===== src/rtl/sport_pkg.sv =====
package sport_pkg;

    localparam int DATA_W = 8;
    localparam int LVL_W  = 7;
    localparam int STAT_W = 5;

    // bit 4 .. bit 0
    typedef struct packed {
        logic brk;
        logic per;
        logic fer;
        logic rxf;
        logic txe;
    } stat_t;

    function automatic logic [LVL_W-1:0] tx_trig(input logic [1:0] sel);
        case (sel)
            2'd0:    return LVL_W'(8);
            2'd1:    return LVL_W'(4);
            2'd2:    return LVL_W'(2);
            default: return LVL_W'(1);
        endcase
    endfunction

    function automatic logic [LVL_W-1:0] rx_trig(input logic [1:0] sel);
        case (sel)
            2'd0:    return LVL_W'(1);
            2'd1:    return LVL_W'(4);
            2'd2:    return LVL_W'(8);
            default: return LVL_W'(14);
        endcase
    endfunction

endpackage


===== src/rtl/sport_fifo.sv =====
module sport_fifo #(
    parameter int DEPTH = 16,
    parameter int W     = 8
) (
    input  logic                       clk,
    input  logic                       rst,
    input  logic                       push,
    input  logic [W-1:0]               din,
    input  logic                       pop,
    output logic [W-1:0]               dout,
    output logic [$clog2(DEPTH+1)-1:0] count
);
    localparam int CW = $clog2(DEPTH+1);
    localparam int PW = (DEPTH > 1) ? $clog2(DEPTH) : 1;

    logic [W-1:0]  mem [DEPTH];
    logic [PW-1:0] wptr, rptr;
    logic          pop_ok, push_ok;

    assign pop_ok  = pop && (count != '0);
    assign push_ok = push && ((count != CW'(DEPTH)) || pop_ok);
    assign dout    = mem[rptr];

    function automatic logic [PW-1:0] bump(input logic [PW-1:0] p);
        return (p == PW'(DEPTH-1)) ? '0 : p + 1'b1;
    endfunction

    always_ff @(posedge clk) begin
        if (rst) begin
            wptr  <= '0;
            rptr  <= '0;
            count <= '0;
        end else begin
            if (push_ok) begin
                mem[wptr] <= din;
                wptr      <= bump(wptr);
            end
            if (pop_ok) rptr <= bump(rptr);
            case ({push_ok, pop_ok})
                2'b10:   count <= count + 1'b1;
                2'b01:   count <= count - 1'b1;
                default: count <= count;
            endcase
        end
    end


    no_overflow_chk: assert property (@(posedge clk) disable iff (rst)
        (push && !pop && count == CW'(DEPTH)) |=> count == CW'(DEPTH));


    no_underflow_chk: assert property (@(posedge clk) disable iff (rst)
        (pop && !push && count == '0) |=> count == '0);


    pushpop_hold_chk: assert property (@(posedge clk) disable iff (rst)
        (push && pop && count != '0 && count != CW'(DEPTH)) |=> count == $past(count));

endmodule


===== src/rtl/sport_flag_bit.sv =====
module sport_flag_bit #(
    parameter logic RST_VAL = 1'b0
) (
    input  logic clk,
    input  logic rst,
    input  logic set,
    input  logic rd,
    input  logic wr,
    input  logic wbit,
    output logic q
);
    logic armed;
    logic clr;

    assign clr = wr && !wbit && armed;

    always_ff @(posedge clk) begin
        if (rst) begin
            q     <= RST_VAL;
            armed <= 1'b0;
        end else begin
            if (set)      q <= 1'b1;
            else if (clr) q <= 1'b0;
            if (wr)       armed <= 1'b0;
            else if (rd)  armed <= q;
        end
    end


    clear_needs_read_chk: assert property (@(posedge clk) disable iff (rst)
        (wr && !armed && !set) |=> q == $past(q));


    set_wins_chk: assert property (@(posedge clk) disable iff (rst)
        set |=> q);

endmodule


===== src/rtl/sport_rx_gate.sv =====
module sport_rx_gate
    import sport_pkg::*;
(
    input  logic              clk,
    input  logic              rst,
    input  logic              done,
    input  logic [DATA_W-1:0] data,
    input  logic              ferr,
    input  logic              idle,
    output logic              push,
    output logic              brk_evt
);
    logic in_brk;

    assign brk_evt = done && ferr && (data == '0);
    assign push    = done && !in_brk && !brk_evt;

    always_ff @(posedge clk) begin
        if (rst)          in_brk <= 1'b0;
        else if (brk_evt) in_brk <= 1'b1;
        else if (idle)    in_brk <= 1'b0;
    end


    break_block_chk: assert property (@(posedge clk) disable iff (rst)
        (brk_evt || (in_brk && !idle)) |=> !push);

endmodule


===== src/rtl/sport_fifo_flags.sv =====
module sport_fifo_flags
    import sport_pkg::*;
#(
    parameter int DEPTH = 16
) (
    input  logic              clk,
    input  logic              rst,
    input  logic [1:0]        tx_trig_sel,
    input  logic [1:0]        rx_trig_sel,
    input  logic              host_wr,
    input  logic [DATA_W-1:0] host_wdata,
    input  logic              host_rd,
    output logic [DATA_W-1:0] host_rdata,
    input  logic              txe_take,
    output logic [DATA_W-1:0] txe_data,
    output logic              txe_valid,
    input  logic              rxe_done,
    input  logic [DATA_W-1:0] rxe_data,
    input  logic              rxe_ferr,
    input  logic              rxe_perr,
    input  logic              rxe_idle,
    input  logic              stat_rd,
    input  logic              stat_wr,
    input  logic [STAT_W-1:0] stat_wdata,
    output logic [STAT_W-1:0] stat_q,
    output logic [15:0]       level_q
);
    // DEPTH must lie in 14..127 so every trigger and the 7-bit count fit
    localparam int CW = $clog2(DEPTH+1);

    logic [CW-1:0]    tx_cnt, rx_cnt;
    logic [LVL_W-1:0] tx_lvl, rx_lvl;
    logic             rx_push, brk_evt;
    stat_t            set_s;
    logic [STAT_W-1:0] set_v;

    sport_fifo #(.DEPTH(DEPTH), .W(DATA_W)) u_txq (
        .clk(clk), .rst(rst), .push(host_wr), .din(host_wdata),
        .pop(txe_take), .dout(txe_data), .count(tx_cnt));

    sport_rx_gate u_gate (
        .clk(clk), .rst(rst), .done(rxe_done), .data(rxe_data),
        .ferr(rxe_ferr), .idle(rxe_idle), .push(rx_push), .brk_evt(brk_evt));

    sport_fifo #(.DEPTH(DEPTH), .W(DATA_W)) u_rxq (
        .clk(clk), .rst(rst), .push(rx_push), .din(rxe_data),
        .pop(host_rd), .dout(host_rdata), .count(rx_cnt));

    assign tx_lvl    = LVL_W'(tx_cnt);
    assign rx_lvl    = LVL_W'(rx_cnt);
    assign txe_valid = (tx_cnt != '0);
    assign level_q   = {1'b0, tx_lvl, 1'b0, rx_lvl};

    always_comb begin
        set_s.txe = (tx_lvl <= tx_trig(tx_trig_sel));
        set_s.rxf = (rx_lvl >= rx_trig(rx_trig_sel));
        set_s.fer = rxe_done && rxe_ferr;
        set_s.per = rxe_done && rxe_perr;
        set_s.brk = brk_evt;
    end
    assign set_v = set_s;

    for (genvar i = 0; i < STAT_W; i++) begin : g_flag
        sport_flag_bit #(.RST_VAL(i == 0)) u_flag (
            .clk(clk), .rst(rst), .set(set_v[i]), .rd(stat_rd),
            .wr(stat_wr), .wbit(stat_wdata[i]), .q(stat_q[i]));
    end


    tx_level_chk: assert property (@(posedge clk) disable iff (rst)
        (level_q[14:8] <= tx_trig(tx_trig_sel)) |=> stat_q[0]);


    rx_level_chk: assert property (@(posedge clk) disable iff (rst)
        (level_q[6:0] >= rx_trig(rx_trig_sel)) |=> stat_q[1]);

endmodule


===== config.mk =====
export PLATFORM = sky130hd
export DESIGN_NAME = sport_fifo_flags
export DESIGN_NICKNAME = d
export VERILOG_FILES = /design/src/rtl/sport_pkg.sv /design/src/rtl/sport_fifo.sv /design/src/rtl/sport_flag_bit.sv /design/src/rtl/sport_rx_gate.sv /design/src/rtl/sport_fifo_flags.sv
export SDC_FILE = /design/constraint.sdc
export NUM_CORES = 1
export LEC_CHECK = 0
export ABC_CLOCK_PERIOD_IN_PS = 3700
export BUFFER_PORTS_ARGS = -buffer_cell sky130_fd_sc_hd__buf_2
export CAP_MARGIN = 0
export CORE_MARGIN = 3
export CORE_UTILIZATION = 60
export DETAILED_ROUTE_END_ITERATION = 8
export PLACE_DENSITY = 0.79
export SYNTH_ARGS = -nofsm -noshare
export SYNTH_HDL_FRONTEND = slang
export SYNTH_SLANG_ARGS = --single-unit

===== constraint.sdc =====
create_clock -name clk -period 3.7 [get_ports clk]
set_input_delay 0.185 -clock clk [delete_from_list [all_inputs] [get_ports clk]]
set_output_delay 0.185 -clock clk [all_outputs]
set_load 0.05 [all_outputs]

# Word level (Yosys, flattened, before mapping)
# Memory sizes are Yosys's and may differ from the RTL's. A register that Yosys moved wholly into a read port is not among the register bits.
# Index checks and enable logic that the tools add are counted.
[word_totals]
register_bits = 37
ramBits = 256
in_bits = 36
out_inout_bits = 38
word_cells = 113
mem_count = 2
[classes]
n_addsub = 8
order_cmp = 2
eq_ne = 14
n_mux = 28
n_reduce_logical = 42
[memory_table]
columns = ["memory", "words", "width", "rd", "rd_ports_with_merged_regs", "write_ports", "line_no", "source"]
rows = [
  ["u_rxq.mem", 16, 8, 1, 1, 1, "sport_fifo.sv:16", "logic [W-1:0] mem [DEPTH];"],
  ["u_txq.mem", 16, 8, 1, 1, 1, "sport_fifo.sv:16", ""],
]
[op_table]
columns = ["op", "count"]
rows = [
  ["4-bit 2-to-1 mux", 8],
  ["4-bit case mux with 3 select lines", 2],
  ["5-bit case mux with 2 select lines", 2],
  ["1-bit logical AND", 19],
  ["4-bit by 1-bit adder with 4-bit output, second input constant", 4],
  ["4-bit equality test, second input constant", 4],
  ["1-bit 2-to-1 mux", 16],
  ["2-bit nonzero test", 7],
  ["5-bit by 1-bit adder with 5-bit output, second input constant", 2],
  ["5-bit inequality test, second input constant", 2],
  ["5-bit nonzero test", 2],
  ["5-bit by 1-bit subtractor with 5-bit output, second input constant", 2],
  ["2-bit by 1-bit equality test with 1-bit output, second input constant", 4],
  ["2-bit equality test, second input constant", 4],
  ["8-bit zero test", 1],
  ["5-bit by 7-bit greater-or-equal comparator with 1-bit output", 1],
  ["5-bit by 7-bit less-or-equal comparator with 1-bit output", 1],
  ["1-bit zero test", 7],
  ["2-bit zero test", 2],
  ["2-bit OR reduction", 2],
  ["1-bit logical OR", 2],
]

# Longest topological paths before layout
# Gate-level depths: netlist (run 1).
[logic_depth]
ltp_word = 8
ltp_mapped = 12
mapped_depth_nobuf = 11

# Modules after synthesis
# Synthesis (run 1) repeated with hierarchy kept, for this count alone.
[hier_totals]
cells_unflattened = 726
area_unflattened_um2 = 12472.0
[by_module_without_submodules]
columns = ["module", "n_inst", "cells_per_inst", "area_each_um2", "seq_area_each_um2"]
rows = [
  ["sport_fifo at u_rxq", 1, 323, 5853.1, 4184.0],
  ["sport_fifo at u_txq", 1, 321, 5849.4, 4184.0],
  ["sport_flag_bit at g_flag[1].u_flag ...", 4, 7, 81.3, 40.0],
  ["sport_fifo_flags", 1, 41, 285.3, 0.0],
  ["sport_rx_gate", 1, 7, 87.6, 20.0],
  ["sport_flag_bit at g_flag[0].u_flag", 1, 6, 71.3, 40.0],
]

# Worst setup path before layout (run 1)
# No wires, ideal clock.
[synth_timing]
path_kind = "register to register"
start = "register u_rxq.count[0]"
end = "register u_rxq.count[4]"
setup_ps = 121
t_arrival_ps = 3350
required_time_ps = 3579
slack_ps = 230
stages_incl_launch_ff = 13
path_buffers = 1
synth_period_minus_slack_ps = 3470
path_cell_list = "dfxtp_1 or4_1 or3b_1 nand4b_2 buf_6 ha_1 inv_1 fa_1 nor2b_1 o21ai_0 nand3_1 or3b_2 mux2_2"
[synth_between]
elab_chain_len = 6
word_cells_on_any_way = 11
classes_between = "add/sub (2); eq/ne (3); mux (1); reduce/logical (5)"
[synth_rtl]
columns = ["item", "line_no", "source"]
rows = [
  ["start, declared", "sport_fifo.sv:11", "output logic [$clog2(DEPTH+1)-1:0] count"],
  ["start signal, assigned", "sport_fifo.sv:40", "2'b10: count <= count + 1'b1;"],
  ["start signal, assigned", "sport_fifo.sv:41", "2'b01: count <= count - 1'b1;"],
  ["start signal, assigned", "sport_fifo.sv:42", "default: count <= count;"],
  ["5-bit nonzero test", "sport_fifo.sv:20", "assign pop_ok = pop && (count != '0);"],
  ["1-bit logical AND", "sport_fifo.sv:20", ""],
  ["1-bit logical OR", "sport_fifo.sv:21", "assign push_ok = push && ((count != CW'(DEPTH)) || pop_ok);"],
  ["1-bit logical AND", "sport_fifo.sv:21", ""],
  ["2-bit by 1-bit equality test with 1-bit output or 2-bit equality test (tied branches)", "sport_fifo.sv:39", "case ({push_ok, pop_ok})"],
  ["5-bit case mux with 2 select lines or 2-bit nonzero test (tied branches)", "--", ""],
]
# Parallel ways exist; a longest one is shown, timed or not.
# A chain may end at the register's enable or synchronous reset.

# Worst setup path after layout (run 1)
[layout_timing]
start = "register u_rxq.count[1]"
end = "register u_rxq.count[4]"
# The elaborated chain is that of the path after synthesis.

==> run summary, run 1 <==
met2 wire len - 13.3 mm
critical path type - reg2reg
layout cells sized above 1 - 28.6%
mux contribution to synthesized area - 15.8%
Reg clk slew, reported paths - 0.06 ns
DRT Wirelength - 26.1 mm
root buf cell - clkbuf_16
CP Capture Type - register
met1 wire length - 9.90 mm
Cells after Synth - 675
total CTS buffers - 29
TritonRoute pass-1 iters - 5
antenna fix cells - 0
Final Instance Count excl. Fillers - 1058
Initial DRC Count - 579
initial antenna violation count - 0
Final Cell Area - 13800 µm²
Die X - 149 µm
cell area after synthesis - 12200 µm²
setup TNS - 0 ns
Tmin final - 3.42 ns
filler cell count - 1138
DRC violations left - 0
# nets final - 836
total power - 8.91 mW
Lkg Pwr - 4.62 nW
number of library cell types mapped by synthesis - 43
# IOs - 74
CTS resizes - 0
register area share after synthesis - 70.5%
Cell Chain, Critical Path - or4_1 > or3b_1 > nand4b_2 > ha_1 > inv_1 > fa_1 > nor2b_1 > o21ai_0 > nand3_1 > or3b_2 > mux2_2
Routability Congestion - 0.850
Startpoint Class - register
IO buf count - 67
peak supply drop - 528 µV
area grow syn2layout - 13.7%
Die Y - 149 µm
Global Route Usage Sum - 24.3%
CP peak stage delay - 0.53 ns
Least-Margin Pin Slew - 1.04 ns
RSZ-0062 raised after global routing - false
Max-cap violations - 0
Syn Area/Cell - 18.1 µm²
number of global-route vias before repair - 6856
fmax - 0.293 GHz
die area - 22100 µm²
CP max stage cell - or4_1
Post-Synth XOR/XNOR Area - 0.503%
Final Util - 70.2%
vias - 6590
CP arrival - 3.82 ns
worst skew pair latency - 0.52 ns
Placed Area - 12900 µm²
Starting Density - 61.8%
CORE AREA - 19700 µm²
CTS Buffer Depth - 3
simple-gate portion of the synthesized area - 5.43%
Core Rows - 51
# Post-CTS Setup Buffers - 0
area fraction in compound gates after synthesis - 2.42%
period utilization - 92.3%
Slew headroom - 30.1%
clock sinks - 301
largest net degree at the start of global routing - 48
Crit Path Max Fanout - 6
wire length per cell - 24.6 µm
endpoints failing hold - 0
final count of negative-setup-slack endpoints - 0
vias per std cell - 6.23
highest routed layer - met4
CTS tree - built
largest family of logic cells by synthesized area - multiplexers
status - finished clean
adder-cell share of the synthesized area - 3.00%
P per Cell Area - 643 nW/µm²
Worst Hold Class - in2reg
worst endpoint required time - 4.11 ns
met3 wire length - 2.37 mm
H-tree Lvls - 1
synthesized flop and latch total - 301
Ys Warns - 0
fin. max-slew vios - 0
grt ovf - 0
DP HPWL - 15.4 mm
post-route ant nets - 0
placed cells - 998
first-pass GRT wire length - 40.0 mm
Clock Skews - 0.00748 ns
cells by family after synthesis:
group / count (synthesis)
compound gates: 53
xor+xnor: 7
fa+ha+maj: 28
buf+inv: 60
flops: 301
mux: 92
other cells: 1
simple gates: 133
path summary, 6_finish.rpt:
kind	slack (ns)	from	cells past startpoint	to
setup reg to reg	0.28	u_rxq.count[1]$_SDFFE_PP0P_	11	u_rxq.count[4]$_SDFFE_PP0P_
setup / recovery	0.28	u_rxq.count[1]$_SDFFE_PP0P_	11	u_rxq.count[4]$_SDFFE_PP0P_
hold / removal	0.02	stat_wdata[4]	3	g_flag[4].u_flag.q$_SDFFE_PP0P_
hold reg to reg	0.48	u_gate.in_brk$_SDFFE_PP0P_	2	u_gate.in_brk$_SDFFE_PP0P_
final cells by class:
| cell class | instances | area [µm²] | share of cell area (%) |
|---|---|---|---|
| sequential | 301 | 8590 | 62.0 |
| multi-input combinational | 319 | 3340 | 24.1 |
| clock buffer | 37 | 756 | 5.46 |
| timing repair buffer | 103 | 638 | 4.61 |
| tap | 265 | 332 | 2.39 |
| clock inverter | 15 | 125 | 0.903 |
| inverter | 18 | 67.6 | 0.488 |
placed cells by master, fill, tap and decap left out, types with 3 or more instances in the layout:
| cell | count |
|---|---|
| o21a_1 | 3 |
| nor2_1 | 49 |
| o21ai_0 | 12 |
| ha_1 | 26 |
| dlygate4sd3_1 | 8 |
| nand2_1 | 23 |
| conb_1 | 6 |
| or4_1 | 3 |
| edfxtp_1 | 256 |
| xor2_1 | 5 |
| clkbuf_1 | 8 |
| a21oi_1 | 28 |
| mux2i_1 | 10 |
| inv_1 | 18 |
| buf_4 | 27 |
| dfxtp_1 | 43 |
| nor2b_1 | 7 |
| nand3_1 | 3 |
| clkbuf_16 | 29 |
| mux4_2 | 80 |
| nand2b_1 | 12 |
| clkinv_1 | 7 |
| or3b_2 | 6 |
| nor3_1 | 13 |
| or3_1 | 4 |
| buf_2 | 67 |
sequential cells by signal (all words and copies together), names as in the netlist, named ones only:
register and count:
u_gate.in_brk 1, u_rxq.mem 128, u_txq.count 5, u_txq.wptr 4, u_rxq.wptr 4, g_flag.u_flag.armed 5, u_txq.mem 128, u_rxq.count 5
g_flag.u_flag.q 5, u_txq.rptr 4, u_rxq.rptr 4
Yosys cell counts (all sizes together):
cell type	number	area, µm²
edfxtp	256	7690
mux4	80	1800
nor2	49	184
dfxtp	45	901
a21oi	28	140
buf	26	156
ha	26	325
nand2	23	86.3
inv	18	67.6
clkbuf	16	60.1
nor3	15	75.1
o21ai	14	70.1
nand2b	12	75.1
mux2i	10	100
nor2b	7	43.8
or3b	7	61.3
or3	5	32.5
xor2	5	43.8
nand3	3	15.0
o21a	3	22.5
or4	3	22.5
a21o	2	15.0
a311oi	2	17.5
a31oi	2	12.5
fa	2	40.0
mux2	2	22.5
nand4	2	12.5
nor4	2	12.5
xnor2	2	17.5
a311o	1	10.0
and2	1	6.26
and3	1	6.26
conb	1	3.75
nand3b	1	7.51
nand4b	1	15.0
o211ai	1	7.51
or2	1	6.26
through the flow:
| step | hold slack [ns] | setup slack (ns) |
|---|---|---|
| after floorplan | 0.284 | 0.230 |
| after global placement | 0.446 | 0.499 |
| after detailed placement | 0.477 | 0.331 |
| after CTS | 0.00736 | 0.318 |
| after global routing | 0.0117 | 0.0988 |
| final | 0.0241 | 0.285 |
per-layer routing:
metal	GRT usage, %	vias to the layer above
met5	0	-
met4	6.42	0
met3	5.00	46
met2	40.4	356
met1	33.4	3349
li1	-	2839
where the power goes:
group          total (mW)  leakage (nW)  internal [mW]  switching [mW]
Sequential           3.98          2.67           3.79           0.187
Clock                2.76         0.419           1.58            1.18
Combinational        2.17          1.53          0.942            1.23
Total                8.91          4.62           6.31            2.60
worst max-delay path: cells and delay by family, from the launching register on:
kind | cells | cell delay [ns]
and+or+nand+nor | 6 | 1.77
adders and majority gates | 2 | 0.63
DFF | 1 | 0.37
muxes | 1 | 0.28
AOI/OAI and AO/OA | 1 | 0.15
buffers and inverters | 1 | 0.11
what timing repair did:
| action | CTS | global route |
|---|---|---|
| hold buffers | 8 | 0 |
| endpoints found under the hold margin | 10 | 0 |
| setup endpoints to repair | 0 | 0 |
No activity file was read; power rests on OpenSTA's default activity.
==> run 2: changes to the inputs <==
SYNTH_HIERARCHICAL = 1   (was not set)
==> run summary, run 2 <==
status - finished clean
placed cells - 1054 (+5.6%)
Cells after Synth - 726 (+7.6%)
WHS - 0.0227 ns (-0.00144 ns)
Syn Area/Cell - 17.2 µm² (-4.8%)
Placed Area - 13100 µm² (+2.0%)
Core Rows - 52 (+2.0%)
Sequential Power Share - 44.6% (about the same)
DRT Wirelength - 26.6 mm (+2.0%)
final count of negative-setup-slack endpoints - 0 (unchanged)
post-route ant nets - 0 (unchanged)
peak supply drop - 572 µV (+8.2%)
TritonRoute pass-1 iters - 5 (unchanged)
RSZ-0062 raised after global routing - false
Post-synth top flop - edfxtp_1
Sw Pwr - 2.70 mW (+3.9%)
Global Route Usage Sum - 24.1% (-0.15 points)
most frequent cells in the layout - edfxtp_1 (256), buf_2 (67), mux4_2 (64)
top flop regs - u_rxq/mem (128), u_txq/mem (128)
cell area after synthesis - 12500 µm² (+2.4%)
Least-Margin Pin Slew - 0.944 ns (-0.0988 ns)
post-synth top area share - 61.6% (-1.5 points)
Crit Path Max Fanout - 23 (+17)
H-tree Lvls - 1 (unchanged)
period utilization - 80.2% (-12 points)
Clock Skews - 0.0174 ns (+0.00987 ns)
vias - 7023 (+6.6%)
CTS resizes - 0 (unchanged)
Lkg Pwr - 4.85 nW (+4.8%)
initial antenna violation count - 0 (unchanged)
area grow syn2layout - 13.0%
synthesized flop and latch total - 301 (unchanged)
Die Y - 150 µm (+1.1%)
P per Cell Area - 640 nW/µm² (-0.46%)
root buf cell - clkbuf_16
Startpoint Class - register
total CTS buffers - 29 (unchanged)
antenna fix cells - 0 (unchanged)
Final Cell Area - 14100 µm² (+1.8%)
Max-cap violations - 0 (unchanged)
Die X - 150 µm (+1.1%)
die area - 22600 µm² (+2.3%)
DRC violations left - 0 (unchanged)
Initial DRC Count - 704 (+22%)
# IOs - 74 (unchanged)
vias per std cell - 6.33 (+1.6%)
P_int - 6.32 mW (+0.25%)
first-pass GRT wire length - 41.5 mm (+3.8%)
IO buf count - 67 (unchanged)
wire length per cell - 24.0 µm (-2.8%)
fmax - 0.337 GHz (+15%)
fin. max-slew vios - 0 (unchanged)
CORE AREA - 20300 µm² (+3.0%)
number of global-route vias before repair - 7283 (+6.2%)
Worst Hold Class - in2reg
worst endpoint required time - 3.51 ns (-0.60 ns)
Post-synth EDFFs - 256 (unchanged)
Final Instance Count excl. Fillers - 1110 (+4.9%)
synth cell count leaders - edfxtp_1 (256), mux4_2 (64), dfxtp_1 (45)
CP Capture Type - output pin
biggest area consumer among synthesized cells - edfxtp_1
setup TNS - 0 ns (unchanged)
layout cells sized above 1 - 26.2% (-2.4 points)
largest net degree at the start of global routing - 33 (-31%)
Gate power share - 24.0% (-0.4 points)
endpoints failing hold - 0 (unchanged)
filler cell count - 1290 (+13%)
switch share - 29.9% (+0.74 points)
Starting Density - 61.4% (-0.35 points)
Tmin final - 2.97 ns (-0.448 ns)
Final Util - 69.4% (-0.81 points)
Ys Warns - 6 (+6)
number of library cell types mapped by synthesis - 64 (+49%)
grt ovf - 0 (unchanged)
CP arrival - 2.78 ns (-1.04 ns)
# nets final - 880 (+5.3%)
Slew headroom - 37.0% (+6.9 points)
most frequent cell after synthesis - edfxtp_1
synth top area cells - edfxtp_1 (62%), mux4_2 (12%), dfxtp_1 (7.2%)
CTS Buffer Depth - 3 (unchanged)
worst skew pair latency - 0.54 ns (+0.02 ns)
clock power share - 31.4% (+0.5 points)
clock sinks - 301 (unchanged)
Routability Congestion - 0.875 (+3.0%)
DP HPWL - 17.1 mm (+11%)
critical path type - reg2out
Reg clk slew, reported paths - 0.06 ns (about the same)
commonest non-fill, non-tap cell in the layout - edfxtp_1
register area share after synthesis - 68.9% (-1.6 points)
CTS tree - built
fraction of registers with async set/reset - 0% (unchanged)
-- run 2: area by class of cell --
cell class	instances	area (µm²)	area share (%)
repair buffers	88	500	3.55
clock buffers	38	801	5.68
multi-input cells	380	3680	26.1
clock inverters	15	121	0.861
well taps	270	338	2.40
flip-flops and latches	301	8590	60.9
inverters	18	67.6	0.479
-- run 2: cells by family (layout without fill, tap and decap cells) --
family / after synthesis / in the layout / synth area share [%]
AO/OA/AOI/OAI: 97 / 97 / 5.53
XOR/XNOR: 6 / 6 / 0.421
adder cells (fa/ha/maj): 26 / 26 / 2.73
buffers and inverters: 50 / 159 / 1.82
flip-flops: 301 / 301 / 68.9
multiplexers: 78 / 78 / 12.7
other: 1 / 6 / 0.0301
AND/OR/NAND/NOR: 167 / 167 / 7.94
-- run 2: power groups by stage --
| stage | combinational (mW) | clock [mW] | sequential (mW) |
|---|---|---|---|
| 3_3_place_gp | 2.07 | 0 | 4.08 |
| 2_1_floorplan | 1.58 | 0 | 4.14 |
| 4_1_cts | 2.18 | 2.88 | 4.03 |
| 3_5_place_dp | 2.15 | 0 | 4.09 |
| 5_1_grt | 2.32 | 3.00 | 4.05 |
| 6_report | 2.17 | 2.83 | 4.02 |
-- run 2: path summary, 6_finish.rpt --
path                              startpoint                              end  slack, ns  cells after the start
min                                  host_wr       u_txq/wptr[1]$_SDFFE_PP0N_       0.02                      3
max                                 register                      txe_data[2]       0.73                      4
min reg2reg  g_flag[0].u_flag/q$_SDFFE_PP1P_  g_flag[0].u_flag/q$_SDFFE_PP1P_       0.50                      1
max reg2reg       u_gate/in_brk$_SDFFE_PP0P_       u_rxq/mem[14][1]$_DFFE_PP_       0.95                      5
-- run 2: per-stage QoR --
step	worst slack (ns)	total power, mW
after floorplan	0.835	5.72
after global placement	0.564	6.16
after detailed placement	0.449	6.24
after CTS	0.626	9.08
after global routing	0.498	9.37
final	0.733	9.02
-- run 2: repair_timing --
action / in CTS / in global routing
setup buffers: 0 / 0
endpoints found under the hold margin: 7 / 0
hold buffers: 3 / 0
-- run 2: critical path, stage by stage (launching register included) --
cell and delay [ns]:
dfxtp_2 0.86, mux4_2 0.60, a22oi_1 0.41, nand2_1 0.12, buf_2 0.24
-- run 2: routing by layer --
metal / global-route usage, % / up-vias / wire [µm]
li1: - / 3079 / -
met1: 31.2 / 3593 / 10100
met2: 42.8 / 302 / 14100
met3: 3.31 / 49 / 1650
met4: 7.55 / 0 / 735
met5: 0 / - / 0
